**config.mk**
```make
export PLATFORM = sky130hd
export DESIGN_NAME = rx_admit_filter
export DESIGN_NICKNAME = d
export VERILOG_FILES = /design/src/rtl/rx_admit_filter.sv
export SDC_FILE = /design/constraint.sdc
export NUM_CORES = 1
export LEC_CHECK = 0
export BUFFER_PORTS_ARGS = -buffer_cell sky130_fd_sc_hd__buf_4
export CAP_MARGIN = 40
export CORE_AREA = 2 2 144 146
export DETAILED_ROUTE_END_ITERATION = 8
export DIE_AREA = 0 0 146 148
export PLACE_DENSITY = 0.55
export SYNTH_ARGS = -nofsm -noshare
export SYNTH_HDL_FRONTEND = slang
export SYNTH_SLANG_ARGS = --single-unit
```
**constraint.sdc**
```tcl
create_clock -name clk -period 5.2 [get_ports clk]
set_input_delay 1.04 -clock clk [delete_from_list [all_inputs] [get_ports clk]]
set_output_delay 1.04 -clock clk [all_outputs]
set_load 0.1 [all_outputs]
```
**src/rtl/rx_admit_filter.sv**
```systemverilog
module rx_admit_filter #(
  parameter int LEN_W     = 16,
  parameter int HDR_MIN   = 14,
  parameter int FCS_BYTES = 4,
  parameter int STD_MAX   = 1518,
  parameter int MAXSZ_RST = 'h800
) (
  input  logic             clk,
  input  logic             rst_n,
  input  logic             cfg_we,
  input  logic [2:0]       cfg_sel,
  input  logic [31:0]      cfg_wdata,
  output logic [31:0]      cfg_rdata,
  input  logic             frm_valid,
  input  logic [47:0]      frm_dst,
  input  logic [LEN_W-1:0] frm_len,
  output logic             dec_valid,
  output logic             dec_accept,
  output logic [2:0]       dec_reason,
  output logic             ev_lentype,
  output logic             ev_overflow,
  output logic             ev_toolong,
  output logic             dec_long,
  output logic [LEN_W-1:0] dec_len
);

  localparam logic [LEN_W:0] LEN_LIMIT = (LEN_W+1)'((1 << LEN_W) - 1 - FCS_BYTES);
  localparam logic [LEN_W:0] HDR_W     = (LEN_W+1)'(HDR_MIN);
  localparam logic [LEN_W:0] STD_W     = (LEN_W+1)'(STD_MAX);
  localparam logic [LEN_W:0] FCS_W     = (LEN_W+1)'(FCS_BYTES);
  localparam logic [2:0] RS_OK = 3'd0, RS_SIZE = 3'd1, RS_FILT = 3'd2,
                         RS_OVF = 3'd3, RS_LONG = 3'd4;

  logic [4:0]       ctl_q;
  logic             ent_en_q;
  logic [47:0]      mac_q;
  logic [LEN_W-1:0] maxsz_q;
  logic [1:0]       mode_q;

  always_ff @(posedge clk) begin
    if (!rst_n) begin
      ctl_q    <= '0;
      ent_en_q <= 1'b0;
      mac_q    <= '0;
      maxsz_q  <= LEN_W'(MAXSZ_RST);
      mode_q   <= '0;
    end else if (cfg_we) begin
      case (cfg_sel)
        3'd0: ctl_q         <= cfg_wdata[4:0];
        3'd1: ent_en_q      <= cfg_wdata[0];
        3'd2: mac_q[47:16]  <= cfg_wdata;
        3'd3: mac_q[15:0]   <= cfg_wdata[31:16];
        3'd4: maxsz_q       <= cfg_wdata[LEN_W-1:0];
        3'd5: mode_q        <= cfg_wdata[1:0];
        default: ;
      endcase
    end
  end

  always_comb begin
    case (cfg_sel)
      3'd0:    cfg_rdata = {27'd0, ctl_q};
      3'd1:    cfg_rdata = {31'd0, ent_en_q};
      3'd2:    cfg_rdata = mac_q[47:16];
      3'd3:    cfg_rdata = {mac_q[15:0], 16'd0};
      3'd4:    cfg_rdata = 32'(maxsz_q);
      3'd5:    cfg_rdata = {30'd0, mode_q};
      default: cfg_rdata = '0;
    endcase
  end

  wire uc_all   = ctl_q[0];
  wire mc_ok    = ctl_q[1];
  wire bc_ok    = ctl_q[2];
  wire cplm     = ctl_q[3];
  wire cmp_en   = ctl_q[4];
  wire long_ok  = mode_q[0];
  wire strip    = mode_q[1];

  wire is_bcast = &frm_dst;
  wire is_mcast = frm_dst[40] & ~is_bcast;
  wire addr_hit = cmp_en & ent_en_q & (frm_dst == mac_q);

  logic pass_filt;
  always_comb begin
    if (is_bcast)      pass_filt = cplm | bc_ok;
    else if (is_mcast) pass_filt = cplm | mc_ok;
    else               pass_filt = uc_all | (addr_hit ^ cplm);
  end

  wire [LEN_W:0] len_x   = {1'b0, frm_len};
  wire [LEN_W:0] len_fcs = len_x + FCS_W;
  wire sane     = (len_x >= HDR_W) && (len_x <= LEN_LIMIT);
  wire over_max = len_fcs > {1'b0, maxsz_q};
  wire over_std = len_fcs > STD_W;

  logic [2:0] reason_d;
  always_comb begin
    if (!sane)                      reason_d = RS_SIZE;
    else if (!pass_filt)            reason_d = RS_FILT;
    else if (over_max)              reason_d = RS_OVF;
    else if (over_std && !long_ok)  reason_d = RS_LONG;
    else                            reason_d = RS_OK;
  end

  wire accept_d = frm_valid && (reason_d == RS_OK);

  always_ff @(posedge clk) begin
    if (!rst_n) begin
      dec_valid   <= 1'b0;
      dec_accept  <= 1'b0;
      dec_reason  <= RS_OK;
      ev_lentype  <= 1'b0;
      ev_overflow <= 1'b0;
      ev_toolong  <= 1'b0;
      dec_long    <= 1'b0;
      dec_len     <= '0;
    end else begin
      dec_valid   <= frm_valid;
      dec_accept  <= accept_d;
      dec_reason  <= frm_valid ? reason_d : RS_OK;
      ev_lentype  <= frm_valid && sane;
      ev_overflow <= frm_valid && (reason_d == RS_OVF);
      ev_toolong  <= frm_valid && (reason_d == RS_LONG);
      dec_long    <= accept_d && over_std;
      dec_len     <= !accept_d ? '0 : (strip ? frm_len : len_fcs[LEN_W-1:0]);
    end
  end

endmodule

```
==> key figures, run 1 <==
Run status
  – Status: complete, no violations

Pwr
  – Total power: about 1.7 mW
  – Power Density: around 230 mW/mm^2
  – Peak VDD IR: ~0.00015 V
  – Leakage: around 2.9 nW

Logic synthesis
  – Post-synth EDFFs: 0
  – Largest family of logic cells by synthesized area: simple AND/OR/NAND/NOR gates
  – Post-synth top area cell: dfxtp_1
  – Most numerous cell in the Yosys netlist: nand2_1
  – Post-synth top flop: dfxtp_1
  – Yosys cell types: 60
  – Syn nets: between 800 and 900
  – Post-Syn Instances: 739
  – Synth Area in XOR/XNOR: about a tenth
  – Proportion of synthesized area in mux cells: roughly 2.4%
  – Sequential area share after synthesis: between 30% and 40%
  – Post-synthesis adder-cell area fraction: ~3.8%
  – Yosys top cell area share: between 30 and 40%
  – Ys Warns: 0
  – Synth area leaders: dfxtp_1, nand2_1, a21boi_0, xnor2_1, a22o_1
  – Ys async rst share: 0%
  – Avg Cell Area, Syn: about 8.0 um^2
  – Compound-cell area share of the yosys netlist: between 15 and 20%
  – #FFs+latches synth: between 90 and 100
  – Synth Area in Simple Gates: 28.48%
  – Synth top cells by count: nand2_1, dfxtp_1, a21boi_0, xnor2_1
  – Mapped Area: 0.005918 mm^2

Worst setup path
  – CP Class: input pin to flip-flop
  – Worst path slowest cell: or4_1
  – Worst-path cell chain: buf_4, ha_1, and3_1, nand2_1, nor2_1, xor2_1, ha_1, nand3_1, or4_1, o32ai_1, a31oi_1, nor3_1, o2111ai_4, nor2_2
  – Worst Path Arrival: 4.43 ns
  – Crit end category: flip-flop
  – CP max stage delay: roughly 0.57 ns
  – Startpoint types: input pin
  – Critical Path RT: approximately 5.5 ns
  – Max Fanout on Critical Path: 17
  – CP dominant cell by count: ha_1

Floorplan
  – Die Wd: 146 um
  – Core area: between 0.02 and 0.025 mm^2
  – Initial Util: between 20 and 30%
  – Die Span Y: between 100 and 150 um
  – Io pins: 160
  – Die footprint: 0.02161 mm^2
  – Num rows: between 50 and 60

CTS
  – Post-CTS setup buffer count: 0
  – Post-CTS resize count: 0
  – CTS Buf Count: 9
  – CTS Buffer Depth: 2
  – Worst skew pair latency: 0.36 ns
  – CTS tree: done
  – Root Driver: clkbuf_16
  – CTS sink count: a little under 100
  – Htree depth: 3
  – # hold bufs at CTS: 0
  – Clk pin slew, worst setup/hold paths: around 0.070 ns

Flow run
  – Max cap viols: 0

Routing
  – DRT Pass-1 Iters: 5
  – DR iter-0 viols: slightly below 300
  – Detail Route Antenna Nets: 0
  – # DRC: 0
  – Wirelength per Cell: 17.66 um
  – Vias per inst: a little under 5
  – Via count: roughly 5,700
  – Total Wirelength: 20,230 um

GRT
  – Grt ovf: 0
  – Largest net degree at the start of global routing: between 70 and 80
  – Initial antenna violation count: 0
  – Global-route wire length before repair: between 30,000 and 40,000 um
  – Vias in the first global route: roughly 5,600
  – GRT Total Usage: 18.52%

STA
  – Actual slew at the worst max-slew pin: slightly below 0.9 ns
  – Final min period: 4.146 ns
  – Clk_skew: ~0.010 ns
  – Highest clock rate: between 0.2 and 0.25 GHz
  – Fin crit share: between 70 and 80%
  – PnR worst setup slack: around 1.1 ns
  – Setup TNS Final: 0 ns
  – Final Hold Viols: 0
  – Unrepaired setup endpoints after global routing: no
  – Slew HR: about two fifths
  – Final Max Tran Viols: 0
  – Final setup viols: 0

Place
  – Routability cong.: 0.8821
  – Buffers on Ports: 159
  – Placed cell areas: 0.007313 mm^2
  – Placement Setup Slack: 0.7034 ns
  – Hpwl dp: ~16,000 um

Cells and area
  – Area Growth Syn to Fin: 28.37%
  – Ant. Diodes: 0
  – # fillers: roughly 2,100
  – Layout cells sized above 1: a little under a quarter
  – Design Area, Final: 0.007597 mm^2
  – Final layout net count: 992

Hold path
  – Hold/Removal Path Class: flip-flop to flip-flop
-- placed cells by master, fill, tap and decap left out, drive strengths merged, types with 13 or more instances in the layout --
cell type / instances
xor2: 24
nor2: 42
nor2b: 24
nand3: 22
buf: 165
ha: 18
a21boi: 65
dfxtp: 97
nand4: 24
mux2i: 13
a22o: 27
nand2: 151
inv: 30
nor4: 16
a21oi: 14
xnor2: 45
-- logic make-up (layout without fill, tap and decap cells) --
| kind of cell | Yosys count | in the layout |
|---|---|---|
| AND/OR/NAND/NOR | 336 | 336 |
| buffers and inverters | 70 | 207 |
| XOR/XNOR | 69 | 69 |
| adder cells (fa/ha/maj) | 18 | 18 |
| flip-flops | 97 | 97 |
| AO/OA/AOI/OAI | 135 | 135 |
| multiplexers | 14 | 14 |
-- sequential cells by signal, summed over array words and instances (netlist names) --
register and cells:
ctl_q 5, dec_accept 1, dec_len 16, dec_long 1, dec_reason 3, dec_valid 1
ent_en_q 1, ev_lentype 1, ev_overflow 1, ev_toolong 1, mac_q 48, maxsz_q 16
mode_q 2
-- final timing paths --
check                                 from                        to  slack [ns]  depth (start not counted)
setup reg to reg  maxsz_q[13]$_SDFFE_PN0P_    dec_len[12]$_SDFF_PN0_        2.43                          9
setup / recovery                frm_len[2]    dec_len[12]$_SDFF_PN0_        1.05                         14
hold reg to reg   maxsz_q[10]$_SDFFE_PN0P_  maxsz_q[10]$_SDFFE_PN0P_        0.49                          2
hold / removal    maxsz_q[10]$_SDFFE_PN0P_  maxsz_q[10]$_SDFFE_PN0P_        0.49                          2
-- worst max-delay path, delay by kind of cell --
family                     cells  cell delay [ns]
AOI/OAI and AO/OA              3             0.77
xor gates and xnor gates       1             0.09
adders and majority gates      2             0.64
buffers and inverters          1             0.13
and+or+nand+nor                7             1.73
-- final cells by class --
class	count	area, um^2	share of cell area, %
clock buffer	9	225.2	2.964
timing repair buffer	165	1236	16.27
multi-input combinational	572	3700	48.70
tap	270	337.8	4.447
inverter	26	97.59	1.285
clock inverter	7	58.81	0.7740
sequential	97	1942	25.56
-- report_power, final --
part           switching (mW)  total [mW]  internal (mW)  leakage, nW
Combinational           0.173       0.300          0.127         2.00
Clock                   0.317       0.651          0.333        0.139
Sequential             0.0133       0.769          0.756        0.785
Total                   0.504        1.72           1.22         2.93
-- metrics by stage --
stage	instances	hold WS [ns]	utilization, %
global route	1146	0.5107	37.91
finish	1146	0.4879	37.91
floorplan	739	0.4560	-
detailed placement	1130	0.4793	36.49
CTS	1146	0.4867	37.91
global placement	1129	0.4735	36.47
-- metal layers --
layer | vias up | part of all wire [%] | GRT usage, % | wire, um
met5 | - | 0 | 0 | 0
met4 | 0 | 1.7 | 5.146 | 337
met3 | 25 | 5.3 | 3.426 | 1065
met2 | 171 | 45 | 29.15 | 9092
met1 | 2636 | 48 | 25.98 | 9738
li1 | 2835 | - | - | -
Power figures use the tool's default switching activity.
==> run 2, diff against run 1 <==
clock period = 3.85 ns   (was 5.2 ns; I/O delays follow)
==> run 2 against run 1 <==
Critical path depth did not move. Core utilization rose by 0.76 points. Largest power group unchanged. Clock-buffer cell count rose by 1. Cell count rose by 1.5%. Largest cell class unchanged. Sequential share of layout area fell by 0.50 points. Combinational power rose by 39%. Wire length rose by 2.3%.
==> key figures, run 2 (synthesis gave the netlist of run 1 again) <==
GRT
  – GRT Total Usage: about a fifth
  – Vias in the first global route: ~5,600
  – Largest net degree at the start of global routing: 73
  – Initial antenna violation count: 0
  – Global-route wire length before repair: ~32,000 um
  – Grt ovf: 0

Cells and area
  – Largest regs: mac_q x48, dec_len x16, maxsz_q x16
  – Largest register FFs: 48
  – Most common cell after layout, fill and taps aside: buf_4
  – Layout cells sized above 1: approximately 25%
  – Final layout net count: 1,009
  – Ant. Diodes: 0
  – # fillers: roughly 2,200
  – Register area: just under 0.002 mm^2
  – Area Growth Syn to Fin: 30.95%
  – Multi-input gate area: between 0.003 and 0.004 mm^2
  – Largest reg by FF count: mac_q
  – Design Area, Final: ~0.0077 mm^2
  – Most frequent cells in the layout: buf_4, nand2_1, dfxtp_1, a21boi_0, xnor2_1

Worst setup path
  – CP Class: input pin to flip-flop
  – Reg-to-Reg End: dec_len[12]$_SDFF_PN0_
  – Worst r2r src: maxsz_q[13]$_SDFFE_PN0P_
  – Crit path from: frm_len[3]
  – Max Fanout on Critical Path: 17
  – Worst Path Arrival: slightly below 4 ns
  – R2r setup slk: 1.21 ns
  – R2R depth: 10
  – Critical Path RT: just over 4 ns
  – Crit end category: flip-flop
  – Startpoint types: input pin

STA
  – Unrepaired setup endpoints after global routing: no
  – Fin Hold WS: slightly below 0.5 ns
  – Final Hold Viols: 0
  – Actual slew at the worst max-slew pin: around 0.87 ns
  – Final Max Tran Viols: 0
  – Highest clock rate: approximately 0.28 GHz
  – Fin crit share: 92.52%
  – Clk_skew: approximately 0.011 ns
  – Slew HR: a little over two fifths
  – Final min period: about 3.6 ns
  – Final setup viols: 0

Floorplan
  – Num rows: 52
  – Die Wd: between 100 and 150 um
  – Die Span Y: around 150 um
  – Die footprint: roughly 0.022 mm^2
  – Initial Util: approximately 30%
  – Io pins: 160
  – Core area: between 0.02 and 0.025 mm^2

Pwr
  – Leakage: between 3 and 4 nW
  – Total power: around 2.4 mW
  – Peak VDD IR: ~0.00025 V
  – Power Density: 305.4 mW/mm^2

Routing
  – Top sig layer: met4
  – DR iter-0 viols: 350
  – Detail Route Antenna Nets: 0
  – Vias per inst: about 5
  – Routed wl met2: 9205 um
  – Wirelength per Cell: roughly 18 um
  – Total Wirelength: approximately 21,000 um
  – # DRC: 0
  – Routed length on met3: about 1200 um
  – Via count: 5,840
  – DRT Pass-1 Iters: 4
  – Sum of routed wire segments on met1: 9854 um

CTS
  – Worst skew pair latency: 0.35 ns
  – CTS Buffer Depth: 2
  – CTS Buf Count: 9
  – Clk pin slew, worst setup/hold paths: 0.07 ns
  – # hold bufs at CTS: 0
  – Post-CTS resize count: 0
  – CTS sink count: between 90 and 100
  – Htree depth: 3
  – Root Driver: clkbuf_16
  – Post-CTS setup buffer count: 0
  – CTS tree: done

Run status
  – Status: complete, no violations

Place
  – Buffers on Ports: around 160
  – Routability cong.: 0.8992
  – Hpwl dp: between 15,000 and 20,000 um
  – Placed cell areas: 0.007453 mm^2

Hold path
  – Hold Path End: maxsz_q[6]$_SDFFE_PN0P_
  – Hold/Removal Path Class: flip-flop to flip-flop
  – Hold Crit Start: maxsz_q[6]$_SDFFE_PN0P_
  – Hold depth: 2

Flow run
  – Max cap viols: 0
==> run 2: cell count changes in the layout (fill, tap and decap cells not counted) <==
| cell | before | now |
|---|---|---|
| inv_8 | 1 | 2 |
| clkbuf_8 | 0 | 1 |
| clkinv_4 | 1 | 2 |
| buf_4 | 164 | 180 |
| o21ai_1 | 0 | 2 |
| buf_12 | 0 | 1 |
| clkinvlp_4 | 1 | 0 |
| inv_6 | 3 | 2 |
| clkinv_2 | 1 | 0 |
| o21ai_0 | 4 | 2 |
==> run 2: final cells by class <==
cell class              instances  area share [%]
clock buffers                  10           3.084
clock inverters                 6          0.7427
inverters                      26           1.259
multi-input cells             572           47.74
flip-flops and latches         97           25.06
well taps                     270           4.359
repair buffers                182           17.76
==> run 2: per-layer routing <==
metal,GRT usage [%],up-vias
li1,-,2860
met1,27.38,2757
met2,29.25,192
met3,3.704,31
met4,6.699,0
met5,0,-
==> run 2: worst max-delay path by stage <==
stage / to / slack [ns]
finish: dec_len[12]$_SDFF_PN0_ / 0.29
CTS: dec_len[12]$_SDFF_PN0_ / 0.32
global placement: dec_len[15]$_SDFF_PN0_ / 0.005
floorplan: dec_len[13]$_SDFF_PN0_ / 0.07
global route: dec_len[12]$_SDFF_PN0_ / 0.17
detailed placement: dec_len[3]$_SDFF_PN0_ / -0.03
==> run 2: critical path, stage by stage <==
cell,delay (ns)
buf_4,0.12
and4_4,0.20
and2_4,0.18
and3_1,0.19
or2_2,0.28
ha_1,0.31
nand3_1,0.10
or4_1,0.55
o32ai_1,0.28
a31oi_1,0.11
nor3_1,0.29
o2111ai_4,0.17
buf_12,0.19
nor2_2,0.10
==> run 2: power by group <==
part | leakage (nW) | internal [mW] | switching, mW | total [mW]
logic | 2.09 | 0.180 | 0.237 | 0.417
clock network | 0.147 | 0.473 | 0.438 | 0.911
registers | 0.785 | 1.02 | 0.0180 | 1.04
==> run 2: metrics by stage <==
stage	setup WS [ns]	utilization (%)	TNS, ns	cells
floorplan	0.06823	-	0	739
CTS	0.3247	38.67	0	1163
finish	0.2880	38.67	0	1163
detailed placement	-0.02818	37.19	-0.2404	1147
global placement	0.005421	37.17	0	1146
global route	0.1712	38.67	0	1163
